$ cat config.mk
export PLATFORM = sky130hd
export DESIGN_NAME = gpio_irq_bank
export DESIGN_NICKNAME = d
export VERILOG_FILES = /design/src/rtl/gpio_irq_pkg.sv /design/src/rtl/gpio_irq_sync.sv /design/src/rtl/gpio_irq_detect.sv /design/src/rtl/gpio_irq_regs.sv /design/src/rtl/gpio_irq_bank.sv
export SDC_FILE = /design/constraint.sdc
export NUM_CORES = 1
export LEC_CHECK = 0
export BUFFER_PORTS_ARGS = -buffer_cell sky130_fd_sc_hd__buf_4
export CORE_ASPECT_RATIO = 1.1
export CORE_MARGIN = 2
export CORE_UTILIZATION = 50
export CTS_CLUSTER_DIAMETER = 120
export DETAILED_ROUTE_END_ITERATION = 10
export PLACE_DENSITY = 0.69
export SKIP_CTS_REPAIR_TIMING = 1
export SLEW_MARGIN = 0
export SYNTH_ARGS = -nofsm -noshare
export SYNTH_HDL_FRONTEND = slang
export SYNTH_HIERARCHICAL = 1
export SYNTH_SLANG_ARGS = --single-unit
$ cat constraint.sdc
create_clock -name clk -period 1.6 [get_ports clk]
set_input_delay 0.24 -clock clk [delete_from_list [all_inputs] [get_ports clk]]
set_output_delay 0.24 -clock clk [all_outputs]
set_load 0.005 [all_outputs]
$ cat src/rtl/gpio_irq_pkg.sv
package gpio_irq_pkg;
  localparam int unsigned LINES      = 32;
  localparam int unsigned FIELD_W    = 4;
  localparam int unsigned DATA_W     = 32;
  localparam int unsigned ADDR_W     = 5;
  localparam int unsigned SYNC_DEPTH = 2;

  typedef enum logic [3:0] {
    TRIG_RISE = 4'd0,
    TRIG_FALL = 4'd1,
    TRIG_HIGH = 4'd2,
    TRIG_LOW  = 4'd3,
    TRIG_BOTH = 4'd4
  } trig_e;

  localparam logic [3:0] MUX_IRQ_SEL = 4'd6;

  localparam logic [2:0] WIDX_EN   = 3'd4;
  localparam logic [2:0] WIDX_PEND = 3'd5;
  localparam logic [2:0] WIDX_DEB  = 3'd6;
endpackage

$ cat src/rtl/gpio_irq_sync.sv
module gpio_irq_sync #(
  parameter int unsigned W      = 32,
  parameter int unsigned STAGES = 2
) (
  input  logic         clk,
  input  logic         rst_n,
  input  logic [W-1:0] d_i,
  output logic [W-1:0] cur_o,
  output logic [W-1:0] prev_o
);
  logic [W-1:0] chain_q [STAGES];
  logic [W-1:0] prev_q;

  generate
    for (genvar s = 0; s < STAGES; s++) begin : g_stage
      if (s == 0) begin : g_first
        always_ff @(posedge clk) begin
          if (!rst_n) chain_q[0] <= '0;
          else        chain_q[0] <= d_i;
        end
      end else begin : g_next
        always_ff @(posedge clk) begin
          if (!rst_n) chain_q[s] <= '0;
          else        chain_q[s] <= chain_q[s-1];
        end
      end
    end
  endgenerate

  always_ff @(posedge clk) begin
    if (!rst_n) prev_q <= '0;
    else        prev_q <= chain_q[STAGES-1];
  end

  assign cur_o  = chain_q[STAGES-1];
  assign prev_o = prev_q;
endmodule

$ cat src/rtl/gpio_irq_detect.sv
module gpio_irq_detect
  import gpio_irq_pkg::*;
#(
  parameter int unsigned N = 32,
  parameter int unsigned FW = 4
) (
  input  logic [N-1:0]    cur_i,
  input  logic [N-1:0]    prev_i,
  input  logic [N*FW-1:0] cfg_i,
  input  logic [N*FW-1:0] mux_i,
  output logic [N-1:0]    hit_o
);
  generate
    for (genvar i = 0; i < N; i++) begin : g_line
      logic [FW-1:0] code;
      logic [FW-1:0] sel;
      logic          raw;
      assign code = cfg_i[i*FW +: FW];
      assign sel  = mux_i[i*FW +: FW];

      always_comb begin
        case (code)
          TRIG_RISE: raw = cur_i[i] & ~prev_i[i];
          TRIG_FALL: raw = ~cur_i[i] & prev_i[i];
          TRIG_HIGH: raw = cur_i[i];
          TRIG_LOW:  raw = ~cur_i[i];
          TRIG_BOTH: raw = cur_i[i] ^ prev_i[i];
          default:   raw = 1'b0;
        endcase
      end

      assign hit_o[i] = raw & (sel == MUX_IRQ_SEL);

      always_comb begin

        if ((code > 4'd4) || (sel != MUX_IRQ_SEL)) begin
          gate_chk: assert (!hit_o[i]);
        end
      end
    end
  endgenerate
endmodule

$ cat src/rtl/gpio_irq_regs.sv
module gpio_irq_regs
  import gpio_irq_pkg::*;
#(
  parameter int unsigned N  = 32,
  parameter int unsigned FW = 4,
  parameter int unsigned DW = 32,
  parameter int unsigned AW = 5
) (
  input  logic            clk,
  input  logic            rst_n,
  input  logic [AW-1:0]   addr_i,
  input  logic            wr_i,
  input  logic [DW-1:0]   wdata_i,
  input  logic [N-1:0]    hit_i,
  output logic [DW-1:0]   rdata_o,
  output logic [N*FW-1:0] cfg_o,
  output logic [N-1:0]    en_o,
  output logic [N-1:0]    pend_o
);
  localparam int unsigned PER_WORD  = DW / FW;
  localparam int unsigned CFG_WORDS = N / PER_WORD;

  logic [N*FW-1:0] cfg_q;
  logic [N-1:0]    en_q;
  logic [N-1:0]    pend_q;
  logic [DW-1:0]   deb_q;
  logic [2:0]      widx;
  logic [N-1:0]    clr_w;

  assign widx  = addr_i[4:2];
  assign clr_w = (wr_i && widx == WIDX_PEND) ? wdata_i[N-1:0] : '0;

  always_ff @(posedge clk) begin
    if (!rst_n) begin
      cfg_q <= '0;
      en_q  <= '0;
      deb_q <= '0;
    end else if (wr_i) begin
      for (int k = 0; k < CFG_WORDS; k++) begin
        if (widx == 3'(k)) cfg_q[k*DW +: DW] <= wdata_i;
      end
      if (widx == WIDX_EN)  en_q  <= wdata_i[N-1:0];
      if (widx == WIDX_DEB) deb_q <= wdata_i;
    end
  end

  always_ff @(posedge clk) begin
    if (!rst_n) pend_q <= '0;
    else        pend_q <= (pend_q & ~clr_w) | hit_i;
  end

  always_comb begin
    rdata_o = '0;
    for (int k = 0; k < CFG_WORDS; k++) begin
      if (widx == 3'(k)) rdata_o = cfg_q[k*DW +: DW];
    end
    case (widx)
      WIDX_EN:   rdata_o = DW'(en_q);
      WIDX_PEND: rdata_o = DW'(pend_q);
      WIDX_DEB:  rdata_o = deb_q;
      default:   ;
    endcase
  end

  assign cfg_o  = cfg_q;
  assign en_o   = en_q;
  assign pend_o = pend_q;


  w1c_clear_chk: assert property (@(posedge clk) disable iff (!rst_n)
    ($past(clr_w) != '0) |-> ((pend_q & $past(clr_w) & ~$past(hit_i)) == '0));


  set_wins_chk: assert property (@(posedge clk) disable iff (!rst_n)
    ((pend_q & $past(hit_i)) == $past(hit_i)));


  no_spurious_set_chk: assert property (@(posedge clk) disable iff (!rst_n)
    ((pend_q & ~$past(pend_q) & ~$past(hit_i)) == '0));
endmodule

$ cat src/rtl/gpio_irq_bank.sv
module gpio_irq_bank
  import gpio_irq_pkg::*;
(
  input  logic                  clk,
  input  logic                  rst_n,
  input  logic [LINES-1:0]         pin_i,
  input  logic [LINES*FIELD_W-1:0] mux_sel_i,
  input  logic [ADDR_W-1:0]        reg_addr_i,
  input  logic                     reg_wr_i,
  input  logic [DATA_W-1:0]        reg_wdata_i,
  output logic [DATA_W-1:0]        reg_rdata_o,
  output logic                     irq_o
);
  logic [LINES-1:0]         cur_w;
  logic [LINES-1:0]         prev_w;
  logic [LINES-1:0]         hit_w;
  logic [LINES*FIELD_W-1:0] cfg_w;
  logic [LINES-1:0]         en_w;
  logic [LINES-1:0]         pend_w;
  logic                     irq_q;

  gpio_irq_sync #(.W(LINES), .STAGES(SYNC_DEPTH)) i_sync (
    .clk(clk), .rst_n(rst_n), .d_i(pin_i), .cur_o(cur_w), .prev_o(prev_w)
  );

  gpio_irq_detect #(.N(LINES), .FW(FIELD_W)) i_detect (
    .cur_i(cur_w), .prev_i(prev_w), .cfg_i(cfg_w), .mux_i(mux_sel_i),
    .hit_o(hit_w)
  );

  gpio_irq_regs #(.N(LINES), .FW(FIELD_W), .DW(DATA_W), .AW(ADDR_W)) i_regs (
    .clk(clk), .rst_n(rst_n), .addr_i(reg_addr_i), .wr_i(reg_wr_i),
    .wdata_i(reg_wdata_i), .hit_i(hit_w), .rdata_o(reg_rdata_o),
    .cfg_o(cfg_w), .en_o(en_w), .pend_o(pend_w)
  );

  always_ff @(posedge clk) begin
    if (!rst_n) irq_q <= 1'b0;
    else        irq_q <= |(pend_w & en_w);
  end

  assign irq_o = irq_q;


  irq_needs_pend_chk: assert property (@(posedge clk) disable iff (!rst_n)
    irq_o |-> $past(|pend_w));


  irq_needs_en_chk: assert property (@(posedge clk) disable iff (!rst_n)
    !$past(|en_w) |-> !irq_o);
endmodule

==> summary.md, run 1 <==
| Metric | Value |
|---|---|
| PnR worst setup slack | `-0.356 ns` |
| Register bit count reported by yosys | `321` |
| Max Freq | `0.511 GHz` |
| GP Congestion | `0.880` |
| Storage element area | `6610 µm²` |
| Crit path largest cell delay | `0.47 ns` |
| Slew headroom | `63.5%` |
| HP Class | `input pin to flop` |
| Final hold violations | `0` |
| Crit Path Class | `flop to output port` |
| Final-stage net count | `2557` |
| Clock buffer depth | `3` |
| CP Max Fanout | `3` |
| Antenna-violating nets left | `0` |
| Fillers | `2666` |
| Most common library cells after synthesis | `385 x nand2_1, 321 x dfxtp_1, 121 x a21boi_0, 103 x a21boi_1, 98 x inv_1` |
| All-Layer GR Usage | `29.1%` |
| Final Util | `67.4%` |
| Worst endpoint required time | `1.36 ns` |
| Die height | `196 µm` |
| Die area | `34900 µm²` |
| Final worst-path cycle share | `122%` |
| Total I/O pin count | `233` |
| Synth Instances | `1892` |
| Antenna violations before repair | `2` |
| Num CTS Buffers | `37` |
| Congestion Overflow GR | `0` |
| Synth cell types | `47` |
| Startpoint type of the worst setup path | `flop` |
| Number of global-route vias before repair | `14600` |
| Routed len/inst | `19.3 µm` |
| Worst-Margin Slew | `0.540 ns` |
| Synth Cell Area | `16700 µm²` |
| Hold depth | `3` |
| Avg Vias per Cell | `5.66` |
| Count leader, synth | `nand2_1` |
| Pre-antenna DRT Iters | `5` |
| RSZ-0062 raised after global routing | `true` |
| Yosys top cell by area | `dfxtp_1` |
| Final setup viols | `32` |
| Dpl ws | `-0.204 ns` |
| Port bufs | `230` |
| Setup crit end kind | `output port` |
| Detailed Route Iter0 Violations | `1125` |
| FF-to-FF path depth | `7` |
| Ys async rst share | `0%` |
| Pin count of the biggest net entering global routing | `71` |
| Status | `finished, violations left` |
| DRC violations left | `0` |
| Critical Path AT | `1.72 ns` |
| Failing checks | `setup timing` |
| Pwr dens | `838 nW/µm²` |
| Area occupied by multi-input gates | `9480 µm²` |
| Max IR drop VDD | `0.680 mV` |
| Vias | `15600` |
| Share of the synthesized area in the top cell type | `38.5%` |
| Sequential-to-total area share from yosys stat | `38.5%` |
| Num Clock Sinks | `321` |
| Syn Area/Cell | `8.82 µm²` |
| Initial Util | `50.4%` |
| Clock tree from TritonCTS | `built` |
| Fin. max-slew vios | `0` |
| Area contributors post-synth | `dfxtp_1 39%, nand2_1 8.7%, a21boi_0 5.4%` |
| Crit path time final | `1.96 ns` |
| DPL Wire Length | `37100 µm` |
| Total chip power | `0.0187 W` |
| Reg clk slew, reported paths | `0.06 ns` |
| Crit-path cells | `mux4_2 > a22o_1 > buf_4` |
| Final Skew | `0.0162 ns` |
| Hold_ws | `0.0127 ns` |
| Core area | `33100 µm²` |
| Synthesized net count | `2156` |
| Total wire length | `53100 µm` |
| CTS H-tree depth | `2` |
| Slowest stage cell, crit path | `mux4_2` |
| Post-synth EDFFs | `0` |
| Final setup TNS | `-10.46 ns` |
| Area Growth Syn to Fin | `33.8%` |
| Chip width | `178 µm` |
| FP Rows | `70` |
| Share of layout cells above drive strength 1 | `29.3%` |
| Clk_lat worst skew | `0.52 ns` |
| Lkg Pwr | `9.12 nW` |
| Synth Flop Type | `dfxtp_1` |
| Synth warn | `6` |
| CTS root buffer | `clkbuf_16` |
| First-pass GRT wire length | `79500 µm` |
| Maximum Capacitance Violations | `0` |
[worst max-delay path, delay by kind of cell, from the launching register on]
family	cells	cell delay (ns)
DFF	1	0.34
buffers and inverters	1	0.14
muxes	1	0.47
AOI/OAI and AO/OA	1	0.25
[through the flow]
step / cell area, µm² / std cells
2_1_floorplan: 16700 / 1892
3_5_place_dp: 20000 / 2608
5_1_grt: 22300 / 2750
4_1_cts: 21200 / 2672
6_report: 22300 / 2751
3_3_place_gp: 20000 / 2608
[cells in the final DEF (no fill, tap or decap), drive strengths merged, types with 5 or more instances in the layout]
master and instances:
nor3 32, ha 64, and3 31, a22oi 16, dfxtp 321, dlygate4sd3 32, nor4b 33, buf 454
o311ai 31, nand2 385, clkbuf 53, xor2 31, a22o 31, clkinv 5, a21boi 224, nor2 33
nand3 32, mux2i 64, o22ai 32, inv 100, nand3b 31, o21a 32, and2 96, o21ai 63
mux4 31, nor2b 31
[state kept, by name, summed over array words and instances (netlist names)]
register        count
i_sync/prev_o      32
i_regs/deb_q       32
i_regs/cfg_o      128
i_sync/chain_q     64
irq_o               1
i_regs/pend_o      32
i_regs/en_o        32
[per-layer routing]
metal / track usage, % / wire length (µm) / vias up
met4: 11.7 / 1920 / 2
met1: 38.0 / 21900 / 7457
met5: 0 / 9 / -
met2: 47.5 / 25200 / 665
li1: - / - / 7330
met3: 5.26 / 4040 / 118
[cells by family (layout without fill, tap and decap cells)]
family,count (synthesis),after routing,synth area share [%]
AO/OA/AOI/OAI,434,434,18.9
buffers and inverters,223,649,6.55
XOR/XNOR,31,31,1.63
flip-flops,321,321,38.5
multiplexers,96,96,8.11
AND/OR/NAND/NOR,723,723,21.5
other,0,1,0
adder cells (fa/ha/maj),64,64,4.80
[where the power goes]
part / switching (W) / internal [W] / leakage [nW]
Clock: 0.00337 / 0.00483 / 0.561
Combinational: 0.00105 / 0.00116 / 5.90
Sequential: 0.000134 / 0.00816 / 2.66
[worst paths after layout]
path                                            start                     to  slack [ns]
worst max-delay path                i_regs/cfg_o[101]         reg_rdata_o[5]       -0.36
worst min-delay path                   reg_wdata_i[3]       i_regs/cfg_o[67]        0.01
worst max register to register  i_sync/chain_q[1][19]      i_regs/pend_o[19]        0.03
worst min register to register  i_sync/chain_q[0][31]  i_sync/chain_q[1][31]        0.43
[layout make-up]
type                       instances  share of cell area, %
antenna                            1                 0.0112
timing repair buffer             487                   18.7
sequential                       321                   29.6
clock buffer                      52                   4.62
clock inverter                    12                  0.577
inverter                          98                   1.65
tap                              432                   2.42
multi-input combinational       1348                   42.5
Power figures use the tool's default switching activity.
==> inputs of run 2 (changes only) <==
SKIP_CTS_REPAIR_TIMING = not set   (was 1)
==> run 2 against run 1 <==
Net effect:
- the run still ends with setup timing left
- core utilization is 0.35 points higher
- design area grew 0.52%
- die area unchanged
- critical endpoint is now reg_rdata_o[30]
- highest routed layer unchanged
==> summary.md, run 2 (synthesis gave the netlist of run 1 again) <==
| Metric | Value |
|---|---|
| Number of global-route vias before repair | `15200 (was 14600)` |
| Max Freq | `0.514 GHz (was 0.511 GHz)` |
| PnR worst setup slack | `-0.347 ns (was -0.356 ns)` |
| Worst-Margin Slew | `0.595 ns (was 0.540 ns)` |
| Chip width | `178 µm (unchanged)` |
| Detailed Route Iter0 Violations | `1163 (was 1125)` |
| All-Layer GR Usage | `30.0% (was 29.1%)` |
| Logic pwr share | `11.9% (was 11.8%)` |
| Pre-antenna DRT Iters | `5 (unchanged)` |
| Area occupied by multi-input gates | `9520 µm² (was 9480 µm²)` |
| Dpl ws | `-0.204 ns (unchanged)` |
| Switching Fraction | `24.3% (about the same)` |
| CTS H-tree depth | `2 (unchanged)` |
| Slew headroom | `59.8% (was 63.5%)` |
| Total I/O pin count | `233 (unchanged)` |
| Clk_lat worst skew | `0.52 ns (about the same)` |
| Status | `finished, violations left (unchanged)` |
| Worst endpoint required time | `1.36 ns (about the same)` |
| Num CTS Buffers | `37 (unchanged)` |
| Largest register FFs | `128 (unchanged)` |
| Crit Path Class | `flop to output port (unchanged)` |
| Max IR drop VDD | `0.677 mV (was 0.680 mV)` |
| Final setup viols | `32 (unchanged)` |
| Final setup TNS | `-10.11 ns (was -10.46 ns)` |
| HP Class | `input pin to flop (unchanged)` |
| Setup crit end kind | `output port (unchanged)` |
| First-pass GRT wire length | `82200 µm (was 79500 µm)` |
| Share of layout cells above drive strength 1 | `29.6% (was 29.3%)` |
| Final worst-path cycle share | `122% (about the same)` |
| Crit path time final | `1.95 ns (was 1.96 ns)` |
| R2r setup slk | `0.01 ns (was 0.03 ns)` |
| RSZ-0062 raised after global routing | `true (unchanged)` |
| Hold_ws | `0.0179 ns (was 0.0127 ns)` |
| Most common cell after layout, fill and taps aside | `buf_4 (unchanged)` |
| Failing checks | `setup timing (unchanged)` |
| DRC violations left | `0 (unchanged)` |
| Startpoint type of the worst setup path | `flop (unchanged)` |
| Critical Path AT | `1.71 ns (was 1.72 ns)` |
| Total wire length | `53400 µm (was 53100 µm)` |
| CTS root buffer | `clkbuf_16 (unchanged)` |
| Area Growth Syn to Fin | `34.5% (was 33.8%)` |
| Total chip power | `0.0187 W (about the same)` |
| Switch Pwr | `0.00453 W (was 0.00455 W)` |
| Initial Util | `50.4% (unchanged)` |
| Final hold violations | `0 (unchanged)` |
| Commonest cells after routing, fill and taps aside | `425 x buf_4, 385 x nand2_1, 242 x dfxtp_1 (was 417 x buf_4, 385 x nand2_1, 242 x dfxtp_1)` |
| GP Congestion | `0.880 (unchanged)` |
| CP Max Fanout | `2 (was 3)` |
| Final Util | `67.8% (was 67.4%)` |
| Clock power frac | `43.7% (was 43.8%)` |
| Vias | `15500 (was 15600)` |
| Num Clock Sinks | `321 (unchanged)` |
| Storage element area | `6610 µm² (unchanged)` |
| Congestion Overflow GR | `0 (unchanged)` |
| Reg power frac | `44.3% (was 44.4%)` |
| Reg clk slew, reported paths | `0.06 ns (about the same)` |
| Pwr dens | `833 nW/µm² (was 838 nW/µm²)` |
| Pint | `0.0142 W (about the same)` |
| Lkg Pwr | `9.18 nW (was 9.12 nW)` |
| Final Skew | `0.0181 ns (was 0.0162 ns)` |
| DPL Wire Length | `37100 µm (unchanged)` |
| Fillers | `2654 (was 2666)` |
| Routed len/inst | `19.3 µm (about the same)` |
| Die height | `196 µm (unchanged)` |
| Core area | `33100 µm² (unchanged)` |
| Fin. max-slew vios | `0 (unchanged)` |
| Port bufs | `230 (unchanged)` |
| Antenna-violating nets left | `0 (unchanged)` |
| FP Rows | `70 (unchanged)` |
| Clock buffer depth | `3 (unchanged)` |
| Final-stage net count | `2567 (was 2557)` |
| Die area | `34900 µm² (unchanged)` |
| Antenna violations before repair | `2 (unchanged)` |
| Clock tree from TritonCTS | `built (unchanged)` |
| Avg Vias per Cell | `5.63 (was 5.66)` |
| Maximum Capacitance Violations | `0 (unchanged)` |
| Pin count of the biggest net entering global routing | `71 (unchanged)` |
## run 2: area by class of cell
type	count	area share (%)
well taps	432	2.41
clock inverters	12	0.574
repair buffers	497	18.9
inverters	98	1.64
diodes	1	0.0111
clock buffers	52	4.60
multi-input cells	1348	42.4
flip-flops and latches	321	29.4
## run 2: layer usage
metal	track usage (%)	share of wire [%]	up-vias	routed length (µm)
met1	38.8	41	7466	21800
met2	49.6	48	618	25500
met5	0	0.019	-	10
met3	5.28	7.8	113	4140
li1	-	-	7344	-
met4	12.0	3.6	2	1910
## run 2: metrics by stage
stage	std cells	instance area, µm²
after global placement	2608	20000
after global routing	2760	22400
final	2761	22400
after CTS	2756	22100
after floorplan	1892	16700
after detailed placement	2608	20000
## run 2: power groups by stage
stage	combinational (W)	clock, W	sequential (W)
floorplan	0.000977	0	0.00850
detailed placement	0.00203	0	0.00851
global route	0.00241	0.00864	0.00830
finish	0.00223	0.00818	0.00829
global placement	0.00197	0	0.00851
CTS	0.00217	0.00828	0.00828
## run 2: path summary, 6_finish.rpt
check                          endpoint  cells past startpoint                   from
hold / removal         i_regs/cfg_o[10]                      3        reg_wdata_i[10]
setup reg to reg      i_regs/pend_o[19]                      7  i_sync/chain_q[1][19]
setup / recovery        reg_rdata_o[30]                      3       i_regs/cfg_o[94]
hold reg to reg   i_sync/chain_q[1][19]                      1  i_sync/chain_q[0][19]
## run 2: critical path: stages, from the launching register on
cell and delay, ns:
dfxtp_4 0.34, mux4_2 0.44, a22o_1 0.26, buf_4 0.15
## run 2: repair_timing
action,4_1_cts,5_1_grt
pin swaps,44,38
setup endpoints to repair,47,55
gates resized for setup,117,71
buffers inserted,51,5
hold endpoints to repair,33,1
hold buffers,33,1
==> inputs of run 3 (changes only) <==
SETUP_SLACK_MARGIN = 0.05   (was not set)
==> run 3 against run 2 <==
Net effect:
- the flow still finishes with violations (setup timing)
- largest power group unchanged
- design area up 1.1%
- count of clock-buffer cells in the layout unchanged
- via count up 0.69%
- sequential power about the same
- register-to-register slack better by 0.04 ns
- worst setup slack better by 0.0026 ns
- first-iteration DRC count up 0.34%
- clock power about the same
==> summary.md, run 3 (synthesis gave the netlist of run 1 again) <==
| Metric | Value |
|---|---|
| Status | `finished, violations left (unchanged)` |
| Failing checks | `setup timing (unchanged)` |
| PnR worst setup slack | `-0.344 ns (was -0.347 ns)` |
| DRC violations left | `0 (unchanged)` |
| Max Freq | `0.514 GHz (about the same)` |
| Clock buffer depth | `3 (unchanged)` |
| Final Util | `68.6% (was 67.8%)` |
| Share of layout cells above drive strength 1 | `32.1% (was 29.6%)` |
| First-pass GRT wire length | `82400 µm (was 82200 µm)` |
| Final Skew | `0.0139 ns (was 0.0181 ns)` |
| Final setup viols | `32 (unchanged)` |
| Worst-Margin Slew | `0.538 ns (was 0.595 ns)` |
| Logic pwr share | `12.1% (was 11.9%)` |
| Die area | `34900 µm² (unchanged)` |
| HP Class | `input pin to flop (unchanged)` |
| Hold depth | `3 (unchanged)` |
| GP Congestion | `0.880 (unchanged)` |
| Detailed Route Iter0 Violations | `1167 (was 1163)` |
| Final worst-path cycle share | `122% (about the same)` |
| WHS Endpoint | `i_regs/cfg_o[10] (unchanged)` |
| Initial Util | `50.4% (unchanged)` |
| Antenna violations before repair | `2 (unchanged)` |
| Num CTS Buffers | `37 (unchanged)` |
| Commonest cells after routing, fill and taps aside | `427 x buf_4, 385 x nand2_1, 228 x dfxtp_1 (was 425 x buf_4, 385 x nand2_1, 242 x dfxtp_1)` |
| Maximum Capacitance Violations | `0 (unchanged)` |
| FP Rows | `70 (unchanged)` |
| Placed Cells incl. Taps | `2608 (unchanged)` |
| Routed len/inst | `19.5 µm (was 19.3 µm)` |
| Critical Path AT | `1.70 ns (was 1.71 ns)` |
| Lkg Pwr | `9.19 nW (was 9.18 nW)` |
| Die height | `196 µm (unchanged)` |
| Worst endpoint required time | `1.36 ns (about the same)` |
| Clock tree from TritonCTS | `built (unchanged)` |
| Final-stage net count | `2570 (was 2567)` |
| Largest register FFs | `128 (unchanged)` |
| CP Max Fanout | `2 (unchanged)` |
| Final hold violations | `0 (unchanged)` |
| Switching Fraction | `24.3% (about the same)` |
| Crit path time final | `1.94 ns (was 1.95 ns)` |
| RSZ-0062 raised after global routing | `true (unchanged)` |
| Pwr dens | `826 nW/µm² (was 833 nW/µm²)` |
| DPL Wire Length | `37100 µm (unchanged)` |
| Pre-antenna DRT Iters | `7 (was 5)` |
| Congestion Overflow GR | `0 (unchanged)` |
| Hold path start | `reg_wdata_i[10] (unchanged)` |
| Fin. max-slew vios | `0 (unchanged)` |
| Number of global-route vias before repair | `15200 (about the same)` |
| Setup crit end kind | `output port (unchanged)` |
| Vias | `15700 (was 15500)` |
| Crit Path Class | `flop to output port (unchanged)` |
| Total I/O pin count | `233 (unchanged)` |
| FF-to-FF path depth | `7 (unchanged)` |
| Clock power frac | `43.6% (was 43.7%)` |
| CTS H-tree depth | `2 (unchanged)` |
| Worst R2R Start | `i_sync/chain_q[1][19] (unchanged)` |
| Chip width | `178 µm (unchanged)` |
| Port bufs | `230 (unchanged)` |
| Num Clock Sinks | `321 (unchanged)` |
| Reg clk slew, reported paths | `0.06 ns (about the same)` |
| Fin cells | `2764 (was 2761)` |
| Total wire length | `53800 µm (was 53400 µm)` |
| Area Growth Syn to Fin | `36.1% (was 34.5%)` |
| Most common cell after layout, fill and taps aside | `buf_4 (unchanged)` |
| Pint | `0.0142 W (about the same)` |
| Clk_lat worst skew | `0.52 ns (about the same)` |
| CTS root buffer | `clkbuf_16 (unchanged)` |
| Startpoint type of the worst setup path | `flop (unchanged)` |
| Switch Pwr | `0.00456 W (was 0.00453 W)` |
| Reg power frac | `44.2% (was 44.3%)` |
| R2r endpoint | `i_regs/pend_o[19] (unchanged)` |
| Pin count of the biggest net entering global routing | `71 (unchanged)` |
| Avg Vias per Cell | `5.66 (was 5.63)` |
| All-Layer GR Usage | `30.1% (was 30.0%)` |
| Core area | `33100 µm² (unchanged)` |
| Max IR drop VDD | `0.682 mV (was 0.677 mV)` |
| Antenna-violating nets left | `0 (unchanged)` |
| Slew headroom | `64.1% (was 59.8%)` |
| R2r setup slk | `0.05 ns (was 0.01 ns)` |
## run 3: changes by cell type in the layout (fill, tap and decap cells not counted), sizes merged
cell / delta
buf: +3
## run 3: stage by stage
stage               TNS [ns]  cell area (µm²)  worst slack (ns)  hold slack (ns)  power (W)
CTS                   -10.53            22300            -0.368          0.00139     0.0188
global placement       -9.53            20000            -0.206            0.414     0.0105
global route          -11.28            22700            -0.387           0.0125     0.0194
detailed placement    -11.48            20000            -0.204            0.418     0.0105
floorplan                  0            16700            0.0939            0.367    0.00948
finish                -10.13            22700            -0.344           0.0166     0.0187
## run 3: repair_timing
item / 4_1_cts / 5_1_grt
hold buffers: 33 / 1
pin swaps: 72 / 87
endpoints found under the setup margin: 56 / 63
endpoints found under the hold margin: 33 / 1
setup buffers: 54 / 8
cloned: 0 / 0
resized for setup: 153 / 97
## run 3: layout make-up
class / instances / area (µm²)
diodes: 1 / 2.50
clock buffers: 52 / 1030
clock inverters: 12 / 129
fillers: 2597 / 10400
inverters: 98 / 368
multi-input cells: 1348 / 9730
flip-flops and latches: 321 / 6630
well taps: 432 / 541
repair buffers: 500 / 4280
## run 3: worst max-delay path by stage
stage / startpoint / endpoint / depth (start not counted)
6_report: i_regs/cfg_o[114] / reg_rdata_o[18] / 3
5_1_grt: i_regs/cfg_o[22] / reg_rdata_o[22] / 3
4_1_cts: i_regs/cfg_o[114] / reg_rdata_o[18] / 3
3_5_place_dp: reg_addr_i[3] / reg_rdata_o[10] / 5
3_3_place_gp: i_sync/chain_q[1][14] / i_regs/pend_o[14] / 8
2_1_floorplan: reg_addr_i[3] / reg_rdata_o[21] / 4
## run 3: power groups by stage
| stage | Sequential (W) | Clock, W | Combinational, W |
|---|---|---|---|
| floorplan | 0.00850 | 0 | 0.000977 |
| global placement | 0.00851 | 0 | 0.00197 |
| finish | 0.00829 | 0.00818 | 0.00227 |
| global route | 0.00831 | 0.00864 | 0.00245 |
| detailed placement | 0.00851 | 0 | 0.00203 |
| CTS | 0.00828 | 0.00828 | 0.00219 |
## run 3: per-layer routing
layer	share of wire (%)	global-route usage [%]
met3	7.4	5.10
met5	0.022	0
met4	3.5	11.9
met2	48	49.9
met1	41	39.0
## run 3: worst max-delay path, stage by stage (launching register included)
cell     delay, ns
dfxtp_4       0.34
mux4_2        0.47
a22o_1        0.26
buf_6         0.12
